File: config.mk
export PLATFORM = sky130hd
export DESIGN_NAME = fetch_seq
export DESIGN_NICKNAME = d
export VERILOG_FILES = /design/src/rtl/fetch_seq_pkg.sv /design/src/rtl/fetch_len_lut.sv /design/src/rtl/fetch_cond_eval.sv /design/src/rtl/fetch_halt_ie.sv /design/src/rtl/fetch_seq.sv
export SDC_FILE = /design/constraint.sdc
export NUM_CORES = 1
export LEC_CHECK = 0
export BUFFER_PORTS_ARGS = -buffer_cell sky130_fd_sc_hd__buf_4
export CAP_MARGIN = 15
export CORE_MARGIN = 2
export CORE_UTILIZATION = 32
export CTS_BUF_LIST = sky130_fd_sc_hd__clkbuf_8
export CTS_CLUSTER_SIZE = 25
export DETAILED_ROUTE_END_ITERATION = 8
export HOLD_SLACK_MARGIN = 0.15
export PLACE_DENSITY = 0.49
export SKIP_CTS_REPAIR_TIMING = 1
export SYNTH_ARGS = -nofsm -noshare
export SYNTH_HDL_FRONTEND = slang
export SYNTH_HIERARCHICAL = 1
export SYNTH_SLANG_ARGS = --single-unit
File: constraint.sdc
create_clock -name clk -period 3.75 [get_ports clk]
set_input_delay 0.75 -clock clk [delete_from_list [all_inputs] [get_ports clk]]
set_output_delay 0.75 -clock clk [all_outputs]
set_load 0.02 [all_outputs]
File: src/rtl/fetch_seq_pkg.sv
// Package: shared opcode constants and types of the fetch sequencer.
// Assumes byte-wide opcodes; OP_W is fixed by the opcode encoding.
package fetch_seq_pkg;

    localparam int OP_W = 8;

    typedef logic [OP_W-1:0] opcode_t;

    // Opcodes the sequencer acts on directly
    localparam opcode_t OPC_NOP  = 8'h00;
    localparam opcode_t OPC_HALT = 8'h76;
    localparam opcode_t OPC_IDIS = 8'hF3;
    localparam opcode_t OPC_IENA = 8'hFB;
    localparam opcode_t OPC_JUMP = 8'hC3;

    // Fetch position within an instruction
    typedef enum logic [1:0] {
        FS_OPC = 2'd0,
        FS_LOB = 2'd1,
        FS_HIB = 2'd2
    } fetch_state_e;

endpackage

File: src/rtl/fetch_len_lut.sv
// Module: opcode length lookup and jump classification.
// Purely combinational. Unlisted opcodes are one byte long.
module fetch_len_lut
    import fetch_seq_pkg::*;
(
    input  opcode_t    opcode,
    output logic [1:0] len,
    output logic       is_jump,
    output logic       is_cond
);

    logic three_b;
    logic two_b;

    // Classify the opcode into three-byte and two-byte groups
    always_comb begin
        three_b = (opcode == OPC_JUMP) || (opcode == 8'hCD) ||
                  (opcode == 8'h22) || (opcode == 8'h2A) ||
                  (opcode == 8'h32) || (opcode == 8'h3A) ||
                  (opcode[7:6] == 2'b11 && opcode[2:0] == 3'b010) ||
                  (opcode[7:6] == 2'b11 && opcode[2:0] == 3'b100) ||
                  (opcode[7:6] == 2'b00 && opcode[3:0] == 4'b0001);
        two_b   = (opcode == 8'hD3) || (opcode == 8'hDB) ||
                  (opcode[7:6] == 2'b00 && opcode[2:0] == 3'b110) ||
                  (opcode[7:6] == 2'b11 && opcode[2:0] == 3'b110);
    end

    // Resolve the length and the jump class
    always_comb begin
        if (three_b)    len = 2'd3;
        else if (two_b) len = 2'd2;
        else            len = 2'd1;
        is_cond = (opcode[7:6] == 2'b11) && (opcode[2:0] == 3'b010);
        is_jump = is_cond || (opcode == OPC_JUMP);
    end

endmodule

File: src/rtl/fetch_cond_eval.sv
// Module: conditional-jump test. The field cc selects one flag with
// cc[2:1] (0 zero, 1 carry, 2 parity, 3 sign); cc[0] is the wanted value.
module fetch_cond_eval (
    input  logic [2:0] cc,
    input  logic       flag_sign,
    input  logic       flag_zero,
    input  logic       flag_parity,
    input  logic       flag_carry,
    output logic       pass
);

    logic picked;

    // Pick the flag named by the condition field and compare with the sense bit
    always_comb begin
        unique case (cc[2:1])
            2'd0:    picked = flag_zero;
            2'd1:    picked = flag_carry;
            2'd2:    picked = flag_parity;
            default: picked = flag_sign;
        endcase
        pass = (picked == cc[0]);
    end

endmodule

File: src/rtl/fetch_halt_ie.sv
// Module: halt state and interrupt-enable flip-flop.
// Assumes set_halt, clr_ie and set_ie arrive as single-cycle pulses
// and never while halted. The trap always ends halt; irq only when enabled.
module fetch_halt_ie (
    input  logic clk,
    input  logic rst_n,
    input  logic set_halt,
    input  logic clr_ie,
    input  logic set_ie,
    input  logic irq_req,
    input  logic trap_req,
    output logic halted,
    output logic int_en
);

    logic wake;

    // Decide whether a pending request ends the halt
    always_comb begin
        wake = halted && (trap_req || (irq_req && int_en));
    end

    // Track the halt state
    always_ff @(posedge clk) begin
        if (!rst_n)        halted <= 1'b0;
        else if (set_halt) halted <= 1'b1;
        else if (wake)     halted <= 1'b0;
    end

    // Track the interrupt-enable flip-flop
    always_ff @(posedge clk) begin
        if (!rst_n)      int_en <= 1'b0;
        else if (clr_ie) int_en <= 1'b0;
        else if (set_ie) int_en <= 1'b1;
    end

endmodule

File: src/rtl/fetch_seq.sv
// Module: instruction fetch and branch sequencer (top).
// Reads one byte per cycle at the program counter, assembles operands
// low byte first, resolves jumps and drives a one-cycle retire pulse.
// Assumes mem_data is valid in the same cycle as mem_addr.
module fetch_seq
    import fetch_seq_pkg::*;
#(
    parameter int          ADDR_W   = 16,
    parameter logic [15:0] RESET_PC = 16'h0000
)(
    input  logic              clk,
    input  logic              rst_n,
    output logic [ADDR_W-1:0] mem_addr,
    output logic              mem_rd,
    input  logic [OP_W-1:0]   mem_data,
    input  logic              flag_sign,
    input  logic              flag_zero,
    input  logic              flag_parity,
    input  logic              flag_carry,
    input  logic              irq_req,
    input  logic              trap_req,
    output logic              instr_valid,
    output logic [OP_W-1:0]   instr_opcode,
    output logic [2*OP_W-1:0] instr_operand,
    output logic [1:0]        instr_len,
    output logic              jump_taken,
    output logic              halted,
    output logic              int_en
);

    localparam int                OPND_W = 2 * OP_W;
    localparam logic [ADDR_W-1:0] PC_ONE = ADDR_W'(1);
    localparam logic [ADDR_W-1:0] PC_RST = ADDR_W'(RESET_PC);

    fetch_state_e        state_q;
    logic [ADDR_W-1:0]   pc_q;
    opcode_t             op_q;
    logic [OP_W-1:0]     lo_q;
    opcode_t             dec_op;
    logic [1:0]          dec_len;
    logic                dec_jump;
    logic                dec_cond;
    logic                cond_pass;
    logic [OPND_W-1:0]   full_opnd;
    logic                load_pc;
    logic                first_byte;
    logic                set_halt;
    logic                clr_ie;
    logic                set_ie;

    // Decode the byte being read in the opcode cycle, the held opcode later
    always_comb begin
        dec_op     = (state_q == FS_OPC) ? mem_data : op_q;
        first_byte = !halted && (state_q == FS_OPC);
        full_opnd  = {mem_data, lo_q};
        load_pc    = dec_jump && (!dec_cond || cond_pass);
        set_halt   = first_byte && (mem_data == OPC_HALT);
        clr_ie     = first_byte && (mem_data == OPC_IDIS);
        set_ie     = first_byte && (mem_data == OPC_IENA);
        mem_addr   = pc_q;
        mem_rd     = !halted;
    end

    fetch_len_lut u_len (
        .opcode  (dec_op),
        .len     (dec_len),
        .is_jump (dec_jump),
        .is_cond (dec_cond)
    );

    fetch_cond_eval u_cond (
        .cc          (op_q[5:3]),
        .flag_sign   (flag_sign),
        .flag_zero   (flag_zero),
        .flag_parity (flag_parity),
        .flag_carry  (flag_carry),
        .pass        (cond_pass)
    );

    fetch_halt_ie u_hie (
        .clk      (clk),
        .rst_n    (rst_n),
        .set_halt (set_halt),
        .clr_ie   (clr_ie),
        .set_ie   (set_ie),
        .irq_req  (irq_req),
        .trap_req (trap_req),
        .halted   (halted),
        .int_en   (int_en)
    );

    // Step through the bytes of an instruction and retire it
    always_ff @(posedge clk) begin
        if (!rst_n) begin
            state_q       <= FS_OPC;
            pc_q          <= PC_RST;
            op_q          <= '0;
            lo_q          <= '0;
            instr_valid   <= 1'b0;
            instr_opcode  <= '0;
            instr_operand <= '0;
            instr_len     <= 2'd0;
            jump_taken    <= 1'b0;
        end else begin
            instr_valid <= 1'b0;
            jump_taken  <= 1'b0;
            if (!halted) begin
                unique case (state_q)
                    FS_OPC: begin
                        op_q <= mem_data;
                        pc_q <= pc_q + PC_ONE;
                        if (dec_len == 2'd1) begin
                            instr_valid   <= 1'b1;
                            instr_opcode  <= mem_data;
                            instr_operand <= '0;
                            instr_len     <= 2'd1;
                        end else begin
                            state_q <= FS_LOB;
                        end
                    end
                    FS_LOB: begin
                        lo_q <= mem_data;
                        pc_q <= pc_q + PC_ONE;
                        if (dec_len == 2'd2) begin
                            instr_valid   <= 1'b1;
                            instr_opcode  <= op_q;
                            instr_operand <= {{OP_W{1'b0}}, mem_data};
                            instr_len     <= 2'd2;
                            state_q       <= FS_OPC;
                        end else begin
                            state_q <= FS_HIB;
                        end
                    end
                    default: begin
                        instr_valid   <= 1'b1;
                        instr_opcode  <= op_q;
                        instr_operand <= full_opnd;
                        instr_len     <= 2'd3;
                        jump_taken    <= load_pc;
                        pc_q          <= load_pc ? ADDR_W'(full_opnd) : pc_q + PC_ONE;
                        state_q       <= FS_OPC;
                    end
                endcase
            end
        end
    end

endmodule

==> impl_metrics.csv <==
group,metric,value,unit
global_routing,grt_pass1_wl,15890,um
setup_path,rr_startpoint,"state_q[0]",
global_routing,grt_max_degree,50,
sta,rsz0062_at_grt,"false",
floorplan,initial_utilization,0.3291,
global_routing,grt_pass1_vias,2976,
cells_and_area,layout.nets,461,
floorplan,die_y,104.0,um
floorplan,ios,63,
sta,worst_slack,0.6058,ns
sta,max_clock_freq,318.0,MHz
cts,clk_pin_slew,0.07,ns
placed_design,place.gp.congestion,0.8002,
yosys,synth-seq-cells,64,
yosys,netlist_area,3202,um2
yosys,synthesis.nets,405,
placed_design,placed_cell_area,3792,um2
placed_design,place_ws,0.6274,ns
yosys,yosysSeqAreaShare,0.4002,
cells_and_area,fin_area,3954,um2
route,remaining_drc_errors,0,
cts,clk_latency,0.35,ns
setup_path,cp_slowest_cell,"or3b_1",
cts,cts.sinks,64,
cells_and_area,syn_to_final_growth,23.49,%
setup_path,crit_fanout,24,
min_path,hold_path_class,"reg2reg",
sta,fin_setup_tns,0,ns
floorplan,die_area,10820,um2
global_routing,grt_use_total,0.1855,
cells_and_area,drive_gt1_frac,0.2455,
route,drt_pre_antenna_iters,4,
floorplan,core_area,9729,um2
cells_and_area,diodes,0,
setup_path,crit_type,"reg2reg",
setup_path,path_buf_inv,1,
cells_and_area,final_common_cell,"buf_4",
route,wl_met2,4661,um
cells_and_area,fill_cells,1023,
yosys,synthDistinctLibCells,59,
yosys,syn_inst,388,
setup_path,arrival,3.40,ns
placed_design,dp_hpwl,6767,um
route,drt_iter0_drc,117,
setup_path,cp.required,4.01,ns
yosys,synth_area_leaders,"dfxtp_1, nand2_1, a21oi_1",
route,drt-wirelength-per-cell,16.89,um
placed_design,portBuffers,62,
flow_run,maxCapViolations,0,
setup_path,cp-start-kind,"register",
sta,fin_crit,3.144,ns
global_routing,overflow,0,
setup_path,endpoint_kind,"register",
route,vias_per_cell,5.384,
floorplan,row_count,36,
yosys,async_reset_ff_frac,0,
sta,finalSetupViolations,0,
route,ant_nets,0,
route,drt-total-wl,9814,um
route,maxUsedRoutingLayer,"met4",
yosys,synth_edf_count,0,
yosys,synth_top_area_share,0.4002,
sta,slew_violations,0,
power_and_ir_drop,ir_worst_vdd,0.0002074,V
setup_path,crit_chain,"nor2_2 > mux2_2 > and3b_1 > a32oi_1 > o2111ai_1 > or3b_1 > a31oi_4 > buf_4 > nor2_1 > a311oi_1",
cts,h-tree-depth,3,
sta,skew,0.01207,ns
route,wl_met3,523,um
cells_and_area,final_cell_mix,"buf_4, dfxtp_1, nand2_1",
yosys,synth-main-ff-cell,"dfxtp_1",
sta,worstMarginPinSlew,0.9216,ns
yosys,syn_avg_cell_area,8.252,um2
yosys,synth_top_area_cell,"dfxtp_1",
power_and_ir_drop,power_density,567.5,nW/um2
cts,cts_tree,"done",
sta,hold_viol_final,0,
cts,cts-buffers-inserted,9,
sta,fin_crit_sh,0.8385,
setup_path,startpoint,"state_q[0]",
setup_path,cp_top_family,"simple AND/OR/NAND/NOR gates",
run_status,status,"complete, no violations",
yosys,ys_warn_count,6,
global_routing,antenna_found_initial,0,
route,wl_met1,4509,um
floorplan,die_w,104.0,um
cts,clockBufferDepth,2,
cts,cts_root_buf,"clkbuf_8",
min_path,hold_path.startpoint,"op_q[7]",
setup_path,cpPeakStageDelay,0.44,ns
sta,relSlewSlack,0.3833,
power_and_ir_drop,leakagePower,1.518,nW
route,vias,3128,
where the power goes:
part / internal (mW) / leakage (nW) / total, mW / switching, mW
clock: 0.233 / 0.0886 / 0.514 / 0.281
sequential: 0.806 / 0.523 / 0.891 / 0.0851
combinational: 0.340 / 0.907 / 0.838 / 0.498
cell families (layout without fill, tap and decap cells):
logic type | after synthesis | after routing | synth area share
buffers and inverters | 38 | 98 | 0.05041
AO/OA/AOI/OAI | 94 | 94 | 0.1981
multiplexers | 21 | 21 | 0.07308
flip-flops | 64 | 64 | 0.4002
XOR/XNOR | 2 | 2 | 0.005472
adder cells (fa/ha/maj) | 1 | 1 | 0.003907
AND/OR/NAND/NOR | 168 | 168 | 0.2689
layer usage:
layer / up-vias / GRT usage
li1: 1538 / -
met3: 11 / 0.03697
met2: 90 / 0.3017
met4: 0 / 0.06274
met1: 1489 / 0.2458
met5: - / 0
cell usage after synthesis (all sizes together), types with 9 or more instances:
master,number
nand3,23
nor2,26
nor4,11
clkbuf,17
nand4,15
mux2i,11
nand2,56
mux2,9
dfxtp,64
a211oi,9
o21ai,23
a21oi,23
buf,11
tightest hold or removal path, delay by kind of cell (launching register included):
family | cells | cell delay, ns
and+or+nand+nor | 1 | 0.05
AOI/OAI and AO/OA | 1 | 0.05
DFF | 1 | 0.31
per-stage QoR:
stage                     hold WS (ns)  power, mW  std cells    util
after floorplan                 0.4338      1.463        388       -
after global placement          0.4473      1.744        566  0.3898
after detailed placement        0.4472      1.749        566  0.3898
after CTS                       0.4572      2.268        581  0.4064
after global routing            0.4781      2.394        581  0.4064
final                           0.4583      2.244        581  0.4064
final cells by class:
type | instances | area (um2) | share of cell area
flip-flops and latches | 64 | 1281 | 0.3241
well taps | 133 | 166.4 | 0.04209
inverters | 10 | 37.54 | 0.009494
clock inverters | 6 | 37.54 | 0.009494
repair buffers | 73 | 548.0 | 0.1386
clock buffers | 9 | 123.9 | 0.03133
multi-input cells | 286 | 1759 | 0.4449
path summary, 6_finish.rpt:
check	end	slack, ns	depth (start not counted)
min	op_q[7]	0.46	2
max reg2reg	instr_operand[7]	0.61	10
min reg2reg	op_q[7]	0.46	2
max	instr_operand[7]	0.61	10
sequential cells by signal, summed over array words and instances (netlist names):
name and flops:
instr_opcode 8, op_q 8, instr_len 2, u_hie/halted 1, instr_operand 16, mem_addr 16, instr_valid 1, state_q 2
jump_taken 1, lo_q 8, u_hie/int_en 1
(Power assumes the default switching activity.)
